[config.mk]
export PLATFORM = sky130hd
export DESIGN_NAME = label_match_filter
export DESIGN_NICKNAME = d
export VERILOG_FILES = /design/src/rtl/lbl_pkg.sv /design/src/rtl/lbl_oneshot.sv /design/src/rtl/lbl_store.sv /design/src/rtl/lbl_match.sv /design/src/rtl/label_match_filter.sv
export SDC_FILE = /design/constraint.sdc
export NUM_CORES = 1
export LEC_CHECK = 0
export BUFFER_PORTS_ARGS = -buffer_cell sky130_fd_sc_hd__buf_2
export CORE_MARGIN = 1
export CORE_UTILIZATION = 44
export CTS_CLUSTER_DIAMETER = 150
export DETAILED_ROUTE_END_ITERATION = 8
export GPL_ROUTABILITY_DRIVEN = 0
export GPL_TIMING_DRIVEN = 0
export PLACE_DENSITY = 0.6
export RECOVER_POWER = 100
export SETUP_SLACK_MARGIN = 0.02
export SLEW_MARGIN = 10
export SYNTH_ARGS = -nofsm -noshare
export SYNTH_HDL_FRONTEND = slang
export SYNTH_SLANG_ARGS = --single-unit
[constraint.sdc]
create_clock -name clk -period 3.4 [get_ports clk]
set_input_delay 0.17 -clock clk [delete_from_list [all_inputs] [get_ports clk]]
set_output_delay 0.17 -clock clk [all_outputs]
set_load 0.005 [all_outputs]
[src/rtl/lbl_pkg.sv]
package lbl_pkg;
   localparam int LBL_DEF_DEPTH = 8;
   localparam int LBL_DEF_WIDTH = 8;

   typedef enum logic {
      SEQ_IDLE  = 1'b0,
      SEQ_ARMED = 1'b1
   } seq_state_e;
endpackage

[src/rtl/lbl_oneshot.sv]
module lbl_oneshot
   import lbl_pkg::*;
#(
   parameter  int DEPTH = LBL_DEF_DEPTH,
   localparam int PW    = (DEPTH > 1) ? $clog2(DEPTH) : 1
) (
   input  logic          clk,
   input  logic          rst,
   input  logic          trig_lvl,
   input  logic          step,
   output logic          armed,
   output logic [PW-1:0] ptr
);
   localparam logic [PW-1:0] LAST = PW'(DEPTH - 1);

   seq_state_e st_q;
   logic       trig_q;

   always_ff @(posedge clk) begin
      if (rst) begin
         st_q   <= SEQ_IDLE;
         trig_q <= 1'b0;
         ptr    <= '0;
      end else begin
         trig_q <= trig_lvl;
         if (trig_lvl && !trig_q) begin
            st_q <= SEQ_ARMED;
            ptr  <= '0;
         end else if (step && st_q == SEQ_ARMED) begin
            if (ptr == LAST) begin
               st_q <= SEQ_IDLE;
               ptr  <= '0;
            end else begin
               ptr <= ptr + 1'b1;
            end
         end
      end
   end

   assign armed = (st_q == SEQ_ARMED);
endmodule

[src/rtl/lbl_store.sv]
module lbl_store
   import lbl_pkg::*;
#(
   parameter  int DEPTH = LBL_DEF_DEPTH,
   parameter  int WIDTH = LBL_DEF_WIDTH,
   localparam int PW    = (DEPTH > 1) ? $clog2(DEPTH) : 1
) (
   input  logic                   clk,
   input  logic                   rst,
   input  logic                   we,
   input  logic [PW-1:0]          wptr,
   input  logic [WIDTH-1:0]       wdata,
   output logic [DEPTH*WIDTH-1:0] tbl_flat
);
   for (genvar gi = 0; gi < DEPTH; gi++) begin : g_ent
      logic [WIDTH-1:0] ent_q;
      always_ff @(posedge clk) begin
         if (rst)
            ent_q <= '0;
         else if (we && wptr == PW'(gi))
            ent_q <= wdata;
      end
      assign tbl_flat[gi*WIDTH +: WIDTH] = ent_q;
   end
endmodule

[src/rtl/lbl_match.sv]
module lbl_match
   import lbl_pkg::*;
#(
   parameter int DEPTH = LBL_DEF_DEPTH,
   parameter int WIDTH = LBL_DEF_WIDTH
) (
   input  logic [DEPTH*WIDTH-1:0] tbl_flat,
   input  logic [WIDTH-1:0]       probe,
   output logic                   hit
);
   logic [DEPTH-1:0] hit_vec;

   for (genvar gi = 0; gi < DEPTH; gi++) begin : g_cmp
      assign hit_vec[gi] = (tbl_flat[gi*WIDTH +: WIDTH] == probe);
   end

   assign hit = |hit_vec;
endmodule

[src/rtl/label_match_filter.sv]
module label_match_filter
   import lbl_pkg::*;
#(
   parameter  int DEPTH = LBL_DEF_DEPTH,
   parameter  int WIDTH = LBL_DEF_WIDTH,
   localparam int PW    = (DEPTH > 1) ? $clog2(DEPTH) : 1
) (
   input  logic             clk,
   input  logic             rst,
   input  logic             feat_sel,
   input  logic             cfg_lbl_en,
   input  logic             cfg_readback,
   input  logic             host_wr,
   input  logic [WIDTH-1:0] host_wdata,
   input  logic             host_rd,
   output logic [WIDTH-1:0] rd_data,
   input  logic [WIDTH-1:0] rx_lbl,
   input  logic             rx_lbl_vld,
   output logic             word_pass
);
   if (DEPTH < 2) begin : g_bad_depth
      $error("label_match_filter: DEPTH must be at least 2");
   end
   if (WIDTH < 1) begin : g_bad_width
      $error("label_match_filter: WIDTH must be at least 1");
   end

   logic                   filt_on;
   logic                   rb_trig;
   logic                   ld_armed;
   logic                   rb_armed;
   logic [PW-1:0]          ld_ptr;
   logic [PW-1:0]          rb_ptr;
   logic [DEPTH*WIDTH-1:0] tbl_flat;
   logic                   hit;

   assign filt_on = feat_sel & cfg_lbl_en;
   assign rb_trig = feat_sel & cfg_readback;

   lbl_oneshot #(.DEPTH(DEPTH)) u_ld_seq (
      .clk     (clk),
      .rst     (rst),
      .trig_lvl(filt_on),
      .step    (host_wr),
      .armed   (ld_armed),
      .ptr     (ld_ptr)
   );

   lbl_oneshot #(.DEPTH(DEPTH)) u_rb_seq (
      .clk     (clk),
      .rst     (rst),
      .trig_lvl(rb_trig),
      .step    (host_rd),
      .armed   (rb_armed),
      .ptr     (rb_ptr)
   );

   lbl_store #(.DEPTH(DEPTH), .WIDTH(WIDTH)) u_store (
      .clk     (clk),
      .rst     (rst),
      .we      (host_wr & ld_armed),
      .wptr    (ld_ptr),
      .wdata   (host_wdata),
      .tbl_flat(tbl_flat)
   );

   lbl_match #(.DEPTH(DEPTH), .WIDTH(WIDTH)) u_match (
      .tbl_flat(tbl_flat),
      .probe   (rx_lbl),
      .hit     (hit)
   );

   always_ff @(posedge clk) begin
      if (rst) begin
         rd_data   <= '0;
         word_pass <= 1'b0;
      end else begin
         if (host_rd && rb_armed)
            rd_data <= tbl_flat[rb_ptr*WIDTH +: WIDTH];
         word_pass <= rx_lbl_vld & (~filt_on | hit);
      end
   end
endmodule

# Yosys cells after proc, flatten, opt, wreduce, memory -nomap -nowiden
# Index checks and enable logic that the tools add are counted.
# word_totals
ff_bits	83
in_bits	24
# classes
n_addsub	2
eq_ne	16
shifts	1
muxes	8
bitwise_logic	6
n_reduce_logical	24
# op_table
cell	n
8-bit == test	8
64-bit by 7-bit indexed part select with 8-bit output	1
3-bit == test (second input constant)	5
1-bit logical AND	12
2-bit nonzero test	4
8-bit OR reduction	1
3-bit by 1-bit adder with 3-bit output (second input constant)	2
3-bit by 2-bit == test with 1-bit output (second input constant)	2
1-bit two-way mux	6
3-bit two-way mux	2
1-bit bitwise AND	4
2-bit AND reduction	2
2-bit OR reduction	2
3-bit by 1-bit == test with 1-bit output (second input constant)	1
3-bit logical NOT	1
1-bit logical NOT	2
1-bit NOT	1
1-bit OR	1

# Depth between registers and ports, before layout
# depth
ltp_word	4
depth_mapped	6
depth_no_buf	6

# Hierarchy
# A second synthesis with hierarchy kept.
# unflattened
cells_unflattened	474
hier_area_um2	4790.8
# modules_own_cells
module	n_inst	cells_per_inst	area_per_inst_um2
lbl_store	1	235	2603.7
label_match_filter	1	102	923.4
lbl_match	1	97	805.8
lbl_oneshot	2	20	229.0

# Worst setup path before layout
# No wires, ideal clock.
# synth_timing
path_kind	register to register
from	register u_rb_seq.ptr[0]
to	register rd_data[2]
setup_ns	0.138
arrival_time_ns	1.282
t_required_ns	3.262
slack_ns	1.980
path_stages_with_launch	6
path_cell_list	dfxtp_1 > buf_6 > buf_12 > mux4_2 > mux2i_1 > a211oi_1
# synth_via
elab_chain_len	1
# synth_lines
element	line	rtl
start: declaration	lbl_oneshot.sv:12	output logic [PW-1:0] ptr
start signal: assignment	lbl_oneshot.sv:34	ptr <= ptr + 1'b1;
64-bit by 7-bit indexed part select with 8-bit output	label_match_filter.sv:79	rd_data <= tbl_flat[rb_ptr*WIDTH +: WIDTH];
end signal: assignment	label_match_filter.sv:79	
end: declaration	label_match_filter.sv:16	output logic [WIDTH-1:0] rd_data,
# No other way between the ends.
# A chain may end at the register's enable or synchronous reset.

# Worst setup path after layout
# layout_timing
from	register u_rb_seq.ptr[0]
to	register rd_data[5]
# The elaborated chain is that of the path after synthesis.

==> metrics.md <==
| Metric | Value |
|---|---|
| GRT Max-Usage Layer | `met2` |
| EDFF count, synth | `0` |
| M1 GR Usage | `34.70%` |
| DR iter-0 viols | `approximately 280` |
| Antenna violations before repair | `0` |
| Syn-to-layout area delta | `8.650%` |
| Final Skew | `~0.011 ns` |
| Routed WL per cell | `roughly 19 µm` |
| FILL cells | `934` |
| Met2 Track Usage GR | `about two fifths` |
| Hold_buf cts | `0` |
| Global-route wire length before repair | `19,390 µm` |
| # DRC | `0` |
| Inserted Diodes | `0` |
| Final Util | `between 50% and 60%` |
| Critical Path Start Type | `flop` |
| Hold Vio Cnt, Final | `0` |
| Number of max-cap violations | `0` |
| Critical Path Max Stage Delay | `~0.62 ns` |
| Clock period minus worst slack | `~2.2 ns` |
| Bufs on Longest Clock Path | `2` |
| Setup Viol. Count Final | `0` |
| Flops & latches, synth | `83` |
| Final Slew Violations | `0` |
| Slowest CP cell | `clkbuf_1` |
| CP required | `3.62 ns` |
| Share of layout cells above drive strength 1 | `9.462%` |
| Worst slew margin relative to its limit | `about 45%` |
| Dpl hpwl | `between 9000 and 10,000 µm` |
| # Post-CTS Setup Buffers | `0` |
| TritonCTS Buffers | `9` |
| Status | `finished clean` |
| Total core area | `9415 µm²` |
| Worst Path Max Fanout | `10` |
| Antenna Violating Nets Remaining | `0` |
| Leak | `1.592 nW` |
| Largest net degree at the start of global routing | `14` |
| Global router's overall resource usage | `26.03%` |
| H-tree depth | `3` |
| Synthesis warning total | `0` |
| Slew @ Worst Pin | `0.8187 ns` |
| Post-synth top flop | `dfxtp_1` |
| Routed via count | `3,668` |
| Vias in the first global route | `3,545` |
| Async set-reset flop share out of synthesis | `0%` |
| Max IR drop VDD | `between 150 and 200 µV` |
| Drt pass-1 iters | `5` |
| Rows | `35` |
| Register area | `about 1700 µm²` |
| Total grt overflow | `0` |
| Post-Route WL | `12,520 µm` |
| Fin crit share | `65.18%` |
| Net Count, Synth | `540` |
| GR Layer Usage met3 | `4.624%` |
| Crit Path Class | `flop to flop` |
| PortBufs | `15` |
| Synth unique cells | `33` |
| Chip Height | `101.3 µm` |
| Routed vias/inst | `5.491` |
| Cells after synthesis | `between 500 and 600` |
| RSZ-0062 raised after global routing | `no` |
| Most common cell after layout, fill and taps aside | `nand2_1` |
| CP Capture Type | `flop` |
| Data arrival, critical path | `2.44 ns` |
| Clock slew at reported path FFs | `0.09 ns` |
| PwrDens | `382.4 nW/µm²` |
| Clk_lat worst skew | `0.36 ns` |
| Hold Crit Class | `primary input to flop` |
| Root Buffer | `clkbuf_8` |
| CTS tree | `yes` |
| Sequential element share of the synthesized area | `38.29%` |
| Multi-input combinational cell area | `2444 µm²` |
| Critical-path cell list | `clkbuf_1 -> buf_12 -> mux4_2 -> mux2i_1 -> a211oi_1` |
| Syn_area_per_cell | `between 8 and 9 µm²` |
| Final nets | `566` |
| Fmax | `451.2 MHz` |
| Most frequent cells in the layout | `nand2_1 (136), dfxtp_1 (83), a21oi_1 (72)` |
| Post-cts sizing count | `0` |
| Die area | `between 10,000 and 15,000 µm²` |
| # clock sinks | `83` |
| Initial Utilization | `46.09%` |
| Mapped Area | `4339 µm²` |
| IO Pins | `33` |
| Die width | `101.3 µm` |
| Setup TNS | `0 ns` |
-- layer usage --
metal / share of wire (%) / vias to the layer above
met5: 0 / -
met4: 3.0 / 0
met3: 7.0 / 25
met2: 45 / 136
met1: 45 / 1737
li1: - / 1770
-- path summary, 6_finish.rpt --
check | startpoint | endpoint | slack (ns) | depth (start not counted)
min | cfg_readback | u_rb_seq.trig_q$_SDFF_PP0_ | 0.05 | 3
max | u_rb_seq.ptr[0]$_SDFFE_PP0P_ | rd_data[5]$_SDFFE_PP0P_ | 1.18 | 5
max reg2reg | u_rb_seq.ptr[0]$_SDFFE_PP0P_ | rd_data[5]$_SDFFE_PP0P_ | 1.18 | 5
min reg2reg | u_store.g_ent[1].ent_q[0]$_SDFFE_PP0P_ | u_store.g_ent[1].ent_q[0]$_SDFFE_PP0P_ | 0.49 | 2
-- state kept, by name, indices dropped and copies added (netlist names) --
name                 count
u_store.g_ent.ent_q     64
rd_data                  8
u_ld_seq.ptr             3
u_rb_seq.ptr             3
u_ld_seq.armed           1
u_ld_seq.trig_q          1
u_rb_seq.armed           1
u_rb_seq.trig_q          1
word_pass                1
-- kinds of logic (layout without fill, tap and decap cells) --
family                   Yosys count  after routing  share of synthesized area [%]
multiplexers                      24             24                          11.02
AND/OR/NAND/NOR                  205            205                          19.69
XOR/XNOR                          64             64                          12.92
flip-flops                        83             83                          38.29
AO/OA/AOI/OAI                     84             84                          10.38
buffers and inverters             40             71                          5.392
adder cells (fa/ha/maj)            8              8                          2.307
-- report_power, final --
group,switching (W),internal (W),total (W)
Sequential,0.00000873,0.000984,0.000993
Clock,0.000369,0.000259,0.000628
Combinational,0.000116,0.0000654,0.000181
Total,0.000494,0.00131,0.00180
-- worst max-delay path, delay by kind of cell, from the launching register on --
| family | cells | cell delay, ns |
|---|---|---|
| buffers and inverters | 2 | 0.85 |
| multiplexers | 2 | 0.76 |
| flip-flops | 1 | 0.34 |
| AO/OA/AOI/OAI | 1 | 0.11 |
-- Yosys cell counts, types with 2 or more instances --
| library cell | count | area [µm²] |
|---|---|---|
| buf_2 | 5 | 25.02 |
| a211oi_1 | 10 | 75.07 |
| nand3_1 | 11 | 55.05 |
| buf_1 | 4 | 15.01 |
| nor2_1 | 29 | 108.9 |
| clkbuf_1 | 8 | 30.03 |
| xnor2_1 | 40 | 350.3 |
| or2_2 | 2 | 12.51 |
| mux4_2 | 6 | 135.1 |
| nand2_1 | 136 | 510.5 |
| buf_4 | 9 | 67.56 |
| nor3_1 | 2 | 10.01 |
| ha_1 | 8 | 100.1 |
| inv_1 | 3 | 11.26 |
| nor4_1 | 6 | 37.54 |
| clkbuf_2 | 8 | 40.04 |
| a21oi_1 | 72 | 360.4 |
| mux2i_1 | 8 | 80.08 |
| xor2_1 | 24 | 210.2 |
| dfxtp_1 | 83 | 1662 |
| mux4_1 | 10 | 262.8 |
| nand4_1 | 13 | 81.33 |
-- area by class of cell --
class | instances | share of cell area [%]
Inverter | 3 | 0.2389
Sequential cell | 83 | 35.24
Multi-Input combinational cell | 385 | 51.83
Buffer | 37 | 4.485
Clock buffer | 10 | 2.707
Clock inverter | 6 | 0.6900
Timing Repair Buffer | 15 | 1.380
Tap cell | 129 | 3.424
-- per-stage QoR --
step | cell area, µm² | cells | hold slack, ns | setup slack [ns] | power (W)
floorplan | 4339 | 508 | 0.2998 | 1.980 | 0.001140
detailed placement | 4576 | 652 | 0.4230 | 1.675 | 0.001197
global placement | 4576 | 652 | 0.4134 | 1.716 | 0.001196
global route | 4715 | 668 | 0.05640 | 1.097 | 0.001862
finish | 4715 | 668 | 0.05083 | 1.184 | 0.001803
CTS | 4736 | 668 | 0.04970 | 1.683 | 0.001807
Note: power is estimated with default switching activity, not from simulation.
